`config.mk`:
```
export PLATFORM = sky130hd
export DESIGN_NAME = adc_scan_seq
export DESIGN_NICKNAME = d
export VERILOG_FILES = /design/src/rtl/adc_scan_seq.sv
export SDC_FILE = /design/constraint.sdc
export NUM_CORES = 1
export LEC_CHECK = 0
export ABC_AREA = 1
export BUFFER_PORTS_ARGS = -buffer_cell sky130_fd_sc_hd__buf_2
export CORE_ASPECT_RATIO = 1.4
export CORE_MARGIN = 2
export CORE_UTILIZATION = 50
export CTS_CLUSTER_SIZE = 16
export DETAILED_ROUTE_END_ITERATION = 6
export PLACE_DENSITY = 0.74
export SETUP_SLACK_MARGIN = 0.1
export SYNTH_ARGS = -nofsm -noshare
export SYNTH_HDL_FRONTEND = slang
export SYNTH_SLANG_ARGS = --single-unit
```
`constraint.sdc`:
```
create_clock -name clk -period 1.6 [get_ports clk]
set_input_delay 0.08 -clock clk [delete_from_list [all_inputs] [get_ports clk]]
set_output_delay 0.08 -clock clk [all_outputs]
set_load 0.02 [all_outputs]
```
`src/rtl/adc_scan_seq.sv`:
```
module adc_scan_seq #(
  parameter int CH_W  = 4,
  parameter int CNT_W = 9
) (
  input  logic             clk,
  input  logic             rst_n,
  input  logic             wr_en,
  input  logic [15:0]      wr_data,
  output logic [15:0]      rd_data,
  input  logic             start,
  input  logic             pause_mode,
  output logic [CH_W-1:0]  ch_sel,
  output logic             sample,
  output logic             compare,
  output logic             ch_done,
  output logic             busy
);

  typedef enum logic [2:0] {S_IDLE, S_SAMP, S_CMP, S_DONE, S_HOLD} state_t;

  state_t            state;
  logic [2:0]        st_code, ct_code;
  logic [CH_W-1:0]   first_ch, last_ch, ch;
  logic [CNT_W-1:0]  cnt;

  function automatic logic [CNT_W-1:0] samp_len(input logic [2:0] c);
    case (c)
      3'd0: samp_len = CNT_W'(4);
      3'd1: samp_len = CNT_W'(6);
      3'd2: samp_len = CNT_W'(8);
      3'd3: samp_len = CNT_W'(12);
      3'd4: samp_len = CNT_W'(24);
      3'd5: samp_len = CNT_W'(36);
      3'd6: samp_len = CNT_W'(48);
      default: samp_len = CNT_W'(128);
    endcase
  endfunction

  function automatic logic [CNT_W-1:0] cmp_len(input logic [2:0] c);
    case (c)
      3'd0: cmp_len = CNT_W'(22);
      3'd1: cmp_len = CNT_W'(33);
      3'd2: cmp_len = CNT_W'(44);
      3'd3: cmp_len = CNT_W'(66);
      3'd4: cmp_len = CNT_W'(88);
      3'd5: cmp_len = CNT_W'(132);
      3'd6: cmp_len = CNT_W'(176);
      default: cmp_len = CNT_W'(264);
    endcase
  endfunction

  assign busy    = (state != S_IDLE);
  assign sample  = (state == S_SAMP);
  assign compare = (state == S_CMP);
  assign ch_done = (state == S_DONE);
  assign ch_sel  = ch;
  assign rd_data = {st_code, ct_code, 1'b0, (busy ? ch : first_ch), 1'b0, last_ch};

  always_ff @(posedge clk or negedge rst_n) begin
    if (!rst_n) begin
      st_code  <= '0;
      ct_code  <= '0;
      first_ch <= '0;
      last_ch  <= '0;
    end else if (wr_en && !busy) begin
      st_code  <= wr_data[15:13];
      ct_code  <= wr_data[12:10];
      first_ch <= wr_data[8:5];
      last_ch  <= wr_data[3:0];
    end
  end

  always_ff @(posedge clk or negedge rst_n) begin
    if (!rst_n) begin
      state <= S_IDLE;
      ch    <= '0;
      cnt   <= '0;
    end else begin
      case (state)
        S_IDLE: if (start) begin
          state <= S_SAMP;
          ch    <= first_ch;
          cnt   <= samp_len(st_code) - 1'b1;
        end
        S_SAMP: if (cnt == '0) begin
          state <= S_CMP;
          cnt   <= cmp_len(ct_code) - 1'b1;
        end else cnt <= cnt - 1'b1;
        S_CMP: if (cnt == '0) state <= S_DONE;
               else cnt <= cnt - 1'b1;
        S_DONE: if (ch == last_ch) state <= S_IDLE;
          else if (pause_mode) state <= S_HOLD;
          else begin
            state <= S_SAMP;
            ch    <= ch + 1'b1;
            cnt   <= samp_len(st_code) - 1'b1;
          end
        S_HOLD: if (start) begin
          state <= S_SAMP;
          ch    <= ch + 1'b1;
          cnt   <= samp_len(st_code) - 1'b1;
        end
        default: state <= S_IDLE;
      endcase
    end
  end

  assert_strobes_exclusive_R4: assert property (@(posedge clk) disable iff (!rst_n)
    $onehot0({sample, compare, ch_done}));

  assert_done_after_compare_R6: assert property (@(posedge clk) disable iff (!rst_n)
    $rose(ch_done) |-> $past(compare));

  assert_compare_after_sample_R4: assert property (@(posedge clk) disable iff (!rst_n)
    $rose(compare) |-> $past(sample));

  assert_cfg_locked_R8: assert property (@(posedge clk) disable iff (!rst_n)
    (busy && wr_en) |=> ($stable(st_code) && $stable(ct_code) && $stable(first_ch) && $stable(last_ch)));

  assert_reserved_zero_R2: assert property (@(posedge clk) disable iff (!rst_n)
    (rd_data[9] == 1'b0) && (rd_data[4] == 1'b0));

  assert_end_idle_R11: assert property (@(posedge clk) disable iff (!rst_n)
    (ch_done && ch_sel == last_ch) |=> !busy);

  assert_hold_quiet_R9: assert property (@(posedge clk) disable iff (!rst_n)
    (busy && !sample && !compare && !ch_done) |-> (rd_data[8:5] == ch_sel));

  assert_live_channel_R7: assert property (@(posedge clk) disable iff (!rst_n)
    busy |-> (rd_data[8:5] == ch_sel));

endmodule

```
======== Word-level counts from Yosys, hierarchy flattened ========
Index checks and enable logic that the tools add are counted.
storage, ports and cells
  register bits ........................... 30
  input port bits ......................... 21
  output and inout port bits .............. 24
  word-level logic and storage cells ...... 80
cells by class
  add/sub/neg operators ................... 6
  equal/unequal tests ..................... 25
  muxes and demuxes ....................... 29
  reduce and logical (&&, ||, !) cells .... 13
operators by type and width
  operator               number
  $mux W9                14
  $pmux W9 S7            1
  $pmux W8 S7            1
  $pmux W9 S5            1
  $sub A9 B1 Y9 const B  5
  $eq A3 B3 Y1 const B   7
  $mux W4                5
  $eq A3 B2 Y1 const B   6
  $mux W3                5
  $pmux W3 S4            1
  $pmux W4 S3            1
  $ne A2 B2 Y1 const B   5
  $eq A3 B1 Y1 const B   3
  $logic_not A3 Y1       3
  $logic_not A9 Y1       1
  $ne A2 B1 Y1 const B   3
  $reduce_and A6 Y1      1
  $reduce_bool A3 Y1     2
  $reduce_and A5 Y1      1
  $reduce_bool A5 Y1     1
  $add A4 B1 Y4 const B  1
  $eq A4 B4 Y1           1
  $reduce_and A3 Y1      1
  $reduce_or A2 Y1       1
  2 further kinds        2

======== Longest topological paths before layout ========
Gate-level depths: netlist of the first run.
  depth in word-level cells ............... 9
  depth in mapped cells ................... 14
  mapped depth without buffers ............ 14

======== Least setup slack after synthesis of the first run ========
No wires, ideal clock.
  kind .................................... reg-to-output
  from .................................... register state[1]
  to ...................................... output rd_data[6]
  arrival time ............................ 1.510 ns
  required time ........................... 1.520 ns
  path slack .............................. 0.010 ns
  stages on the path, launching flop included .. 6
  buffers on the path ..................... 0
  cell sequence ........................... dfrtp_1 -> nor2_4 -> inv_2 -> nor2_4 -> inv_1 -> o21ai_0
on the way
  word-level cells in the longest chain between the ends .. 2
ends and longest elaborated chain
  element                 RTL line  source
  start, declared         21        state_t state;
  start signal, assigned  75        state <= S_IDLE;
  start signal, assigned  81        state <= S_SAMP;
  start signal, assigned  86        state <= S_CMP;
  $reduce_bool A3 Y1      52        assign busy = (state != S_IDLE);
  named net busy          16        output logic busy
  $mux W4                 57        assign rd_data = {st_code, ct_code, 1'b0, (busy ? ch : first_ch), 1'b0, last_ch};
  end, declared           9         output logic [15:0] rd_data,
The timed path passes the listed nets, and every way through them passes these cells.

======== Worst setup path in the final report of the first run ========
  from .................................... register state[1]
  to ...................................... output rd_data[7]
on the way
  word-level cells in the longest chain between the ends .. 2
ends and longest elaborated chain
  element             RTL line
  $reduce_bool A3 Y1  52
  $mux W4             57
No other way between the ends.

==> metrics, run 1 <==
Clk pin slew, worst setup/hold paths=approximately 60 ps; GP Congestion=0.890; largest net degree at the start of global routing=31; total length of routed wires=approximately 6300 microns; latest clock arrival within the worst-skew pair=slightly below 300 ps; CTS sink cnt=30; YS warnings=0; starting density of the core=52.8%; vias in the first global route=2239; fin crit share=~100%; antenna violations before repair=0; row count=28; critical path capture point type=output port; Setup CP Type=flip-flop to output port; final std cells w/o fill=~470; power density of the placed cells=around 2500 nW/um^2; syn_area_per_cell=6.80 sq um; Worst-Margin Slew=around 700 ps; Clock Skews=approximately 10 ps; Worst Slack Setup Final=roughly 26 ps; CP max stage delay=450 ps; post-synth cell types=31; most frequent cells in the layout=113 x nand2_1, 35 x buf_2, 31 x nand3_1; fmax=635 MHz; grt ovf=0; Critical Path Start Type=flip-flop; crit path cell chain=nor2_4 -> inv_2 -> nor2_4 -> inv_2 -> nand2_1 -> o21ai_1 -> buf_4; Async S/R FF share, synth=100%; Layout area overhead=34.8%; Core Footprint=around 4300 sq um; Critical Path RT=1520 ps; Pre-antenna DRT Iters=5; Clock Root Buffer=clkbuf_8; GR Util All Layers=between 20% and 30%; leakage=1.61 nW; placed insts=~450; layout cells sized above 1=approximately 36%; Post-synth EDFFs=0; Worst IR Drop VDD=around 1.7 mV; Post-DRT Antenna Nets=0; Final Util=a little under three quarters; Slew Limit Headroom=between 50% and 60%; CTS tree=built; slowest CP cell=dfrtp_2; Max Slew Vio Count=0; Die Height=about 84 microns; DRC viols=0; Iteration-0 DRC Markers=112; Top Ports=45; max_cap viols=0; vias=roughly 2400; final instance area=~3000 sq um; Mapped Area=~2300 sq um; cts bufs inserted=5; detail-routed via count per cell=5.13; Port Buf Inserts=40; Setup WS pre-CTS=26.4 ps; status=completed; final hold slack=roughly 25 ps; Power, Total=approximately 7.6 mW; H-tree depth=2; post-route minimum period=~1600 ps; Critical Path AT=between 1000 and 1500 ps; Hold WC Path Type=primary input to flip-flop; commonest non-fill, non-tap cell in the layout=nand2_1; register bit total from synthesis=30; WL/cell=13.4 microns; post-DP HPWL=about 4300 microns; full die area=5080 sq um; die outline width=between 60 and 70 microns; setup TNS=0 ps; final net count=roughly 430; Hold Vio Cnt, Final=0; RSZ-0062 raised after global routing=true; Main synth FF type=dfrtp_1; first-pass GRT wire length=~9400 microns; cells after synthesis=~330; Ant. Diodes=0; final-layout fill cell count=~360; post-synthesis sequential area ratio=between 30% and 40%; setup violators final=0; peak fanout along the critical path=5; CTS Buffer Depth=2; dpl cell area=~2600 sq um
[final timing paths]
check	startpoint	endpoint	slack (ps)	depth (start not counted)
max	state[1]	rd_data[7]	30	7
min	wr_data[3]	last_ch[3]	30	2
max reg2reg	cnt[0]	cnt[0]	90	11
min reg2reg	cnt[8]	cnt[8]	520	2
max in group asynchronous	rst_n	state[0]	730	2
min in group asynchronous	rst_n	cnt[7]	370	2
[synthesized netlist by cell type (all sizes together) (2+ instances only)]
cell	n	share of area, %
a21boi	2	0.66
a21oi	13	2.9
buf	7	2.7
dfrtp	30	33
ha	5	2.8
inv	40	6.7
mux2	4	2.7
nand2	124	21
nand3	38	9.0
nand4	4	1.1
nor2	33	7.5
o21ai	19	4.9
or2	3	0.83
xor2	6	2.3
[report_power, final]
group / switching, mW / internal, mW / total (mW)
Clock: 0.302 / 0.347 / 0.649
Sequential: 0.370 / 1.16 / 1.53
Combinational: 3.21 / 2.20 / 5.41
Total: 3.88 / 3.71 / 7.59
[metal layers]
metal  vias up  share of wire (%)  GRT usage [%]
li1       1200                  -              -
met1      1107                 38           27.1
met2        61                 54           41.1
met3        22                4.0           5.12
met4         0                4.3           8.70
met5         -                  0              0
[sequential cells by signal, summed over array words and instances, names as in the netlist]
signal,flops
state,3
first_ch,4
cnt,9
st_code,3
ch_sel,4
ct_code,3
last_ch,4
[critical path, delay by kind of cell, from the launching register on]
family	cells	cell delay, ps
flip-flops	1	450
AND/OR/NAND/NOR	3	370
buffers and inverters	3	330
AO/OA/AOI/OAI	1	60
[cell families after synthesis]
group / count (synthesis) / share of synthesized area, %
and+or+nand+nor: 202 / 39.9
buffers and inverters: 47 / 9.37
AOI/OAI and AO/OA: 36 / 9.20
DFF: 30 / 33.3
xor gates and xnor gates: 7 / 2.72
adders and majority gates: 5 / 2.77
muxes: 4 / 2.66
other: 1 / 0.166
[cell type report]
type                       instances  area [sq um]  area share [%]
tap                               60          75.1            2.47
clock inverter                     1          5.00           0.164
multi-input combinational        258          1460            48.1
inverter                          40           163            5.35
clock buffer                       7          86.3            2.84
timing repair buffer              70           493            16.2
sequential                        30           758            24.9
[timing repair]
item,CTS,global route
hold endpoints to repair,30,0
buffers inserted,5,4
hold buffers,1,0
setup endpoints to repair,14,27
resized for setup,16,54
cloned,0,3
pin swaps,5,8
Power figures use the tool's default switching activity.
==> run 2, diff against run 1 <==
--- a/config.mk
+++ b/config.mk
@@ -5,13 +5,13 @@
 export SDC_FILE = /design/constraint.sdc
 export NUM_CORES = 1
 export LEC_CHECK = 0
-export ABC_AREA = 1
 export BUFFER_PORTS_ARGS = -buffer_cell sky130_fd_sc_hd__buf_2
 export CORE_ASPECT_RATIO = 1.4
 export CORE_MARGIN = 2
 export CORE_UTILIZATION = 50
 export CTS_CLUSTER_SIZE = 16
 export DETAILED_ROUTE_END_ITERATION = 6
+export GPL_TIMING_DRIVEN = 0
 export PLACE_DENSITY = 0.74
 export SETUP_SLACK_MARGIN = 0.1
 export SYNTH_ARGS = -nofsm -noshare
==> metrics, run 2 <==
status=finished, violations left; violated checks=setup timing; final-layout fill cell count=264; Setup CP Type=flip-flop to flip-flop; critical path capture point type=flip-flop; RSZ-0062 raised after global routing=true; multi-input logic area=around 1500 sq um; full die area=4860 sq um; layout cells sized above 1=approximately 53%; post-DP HPWL=approximately 4000 microns; reg2reg setup slack=-460 ps; reg2reg end=cnt[5]; Layout area overhead=50.8%; Port Buf Inserts=40; top-count cell post-synth=dfrtp_1; GP Congestion=approximately 0.89; top cell type's share of synthesized area=34.8%; vias in the first global route=2232; Worst IR Drop VDD=1.36 mV; GRT met1 Usage=a little under a third; Core Footprint=4200 sq um; die outline width=~60 microns; detail-routed via count per cell=between 6 and 7; latest clock arrival within the worst-skew pair=about 290 ps; largest reg by FF count=cnt; GR Util met2=54.5%; CTS tree=built; Die Height=81.7 microns; DRC viols=0; Pre-antenna DRT Iters=6; busiest grt layer=met2; final hold slack=a little under 20 ps; peak fanout along the critical path=3; largest net degree at the start of global routing=31; Post-DRT Antenna Nets=0; GR Util met3=approximately 5.2%; syn_area_per_cell=about 9 sq um; cells after synthesis=around 230; Sequential Area=roughly 760 sq um; grt ovf=0; cts bufs inserted=5; top cells by count, synth=30 x dfrtp_1, 20 x nor2_1, 16 x a21oi_1; leakage=approximately 1.4 nW; post-route minimum period=2060 ps; starting density of the core=around 51%; Hold Startpoint=wr_data[5]; Hold Vio Cnt, Final=0; Clock Root Buffer=clkbuf_8; total length of routed wires=roughly 7200 microns; fmax=between 400 and 500 MHz; Max Slew Vio Count=0; path depth of the worst reg2reg path=8; Area contributors post-synth=dfrtp_1 35%, mux2_2 7.8%, xnor2_1 4.1%, a21oi_1 3.7%, nor2_1 3.5%; max FFs per register=9; hold path endpoint=first_ch[0]; Iteration-0 DRC Markers=78; max_cap viols=0; power density of the placed cells=about 2100 nW/um^2; Ant. Diodes=0; Critical Path AT=between 2000 and 2500 ps; row count=28; Post-synth EDFFs=0; CTS sink cnt=30; dpl cell area=between 2000 and 3000 sq um; antenna violations before repair=0; WL/cell=19.6 microns; register bit total from synthesis=30; post-synth cell types=60; CTS Buffer Depth=2; Power, Total=slightly below 7 mW; YS warnings=0; fin crit share=129%; Worst-Margin Slew=712 ps; Critical Path Start Type=flip-flop; setup violators final=33; Final Util=between 70% and 80%; H-tree depth=2; Top Ports=45; setup TNS=-6730 ps; Mapped Area=2160 sq um; Main synth FF type=dfrtp_1; hold path depth=2; final instance area=between 3000 and 4000 sq um; first-pass GRT wire length=roughly 11000 microns; Hold WC Path Type=primary input to flip-flop; Clock Skews=~2.7 ps; Slew Limit Headroom=a little over half; most frequent cells in the layout=33 x buf_2, 29 x buf_4, 22 x dfrtp_1; Async S/R FF share, synth=between 90% and 100%; post-synth top area cell=dfrtp_1; post-synthesis sequential area ratio=a little over a third; commonest non-fill, non-tap cell in the layout=buf_2; vias=2248; GR Util All Layers=29.2%; Reg2Reg Launch Point=st_code[1]; final net count=about 350; Critical Path RT=~1800 ps; Clk pin slew, worst setup/hold paths=roughly 60 ps; Worst Slack Setup Final=-462 ps
## run 2: cell families after synthesis
| group | Yosys count | share of synthesized area (%) |
|---|---|---|
| DFF | 30 | 34.8 |
| adders and majority gates | 5 | 2.90 |
| xor gates and xnor gates | 11 | 4.47 |
| buffers and inverters | 25 | 6.21 |
| AOI/OAI and AO/OA | 67 | 21.5 |
| muxes | 18 | 9.22 |
| and+or+nand+nor | 76 | 20.7 |
| other | 1 | 0.174 |
## run 2: how the worst max path moves through the flow
stage,start,endpoint,slack [ps],cells after the start
after floorplan,st_code[1],cnt[5],-470,8
after detailed placement,st_code[0],cnt[5],-520,8
after global routing,ct_code[0],cnt[6],-640,8
after CTS,st_code[1],cnt[5],-470,8
after global placement,st_code[0],cnt[5],-500,8
final,st_code[1],cnt[5],-460,8
## run 2: critical path, stage by stage, from the launching register on
cell	delay, ps
dfrtp_2	410
buf_6	120
or3_4	380
ha_4	170
nand2b_4	130
xnor2_1	120
a21o_1	230
a221oi_2	290
a211oi_2	100
## run 2: what timing repair did
item,4_1_cts,5_1_grt
pin swaps,12,7
setup endpoints to repair,33,36
hold endpoints to repair,32,0
cloned,0,0
gates resized for setup,43,25
hold buffers,3,0
buffers inserted,31,5
## run 2: layout make-up
cell class / instances / area share [%]
multi-input cells: 179 / 47.6
flip-flops and latches: 30 / 23.4
repair buffers: 78 / 18.2
plain buffers: 13 / 4.35
clock buffers: 7 / 2.65
inverters: 12 / 1.92
well taps: 45 / 1.73
clock inverters: 1 / 0.154
## run 2: routing by layer
layer / vias to the layer above / wire, microns
met5: - / 0
met4: 0 / 263
met3: 23 / 305
met2: 91 / 4080
met1: 1116 / 2500
li1: 1018 / -
## run 2: through the flow
| stage | setup WS [ps] | instances |
|---|---|---|
| after floorplan | -467 | 234 |
| after global placement | -504 | 319 |
| after detailed placement | -520 | 319 |
| after CTS | -473 | 361 |
| after global routing | -638 | 365 |
| final | -462 | 365 |
## run 2: where the power goes
group,internal (mW),leakage [nW],switching [mW],total [mW]
registers,1.13,0.355,0.567,1.70
clock network,0.347,0.0482,0.304,0.651
logic,2.35,1.04,2.26,4.61
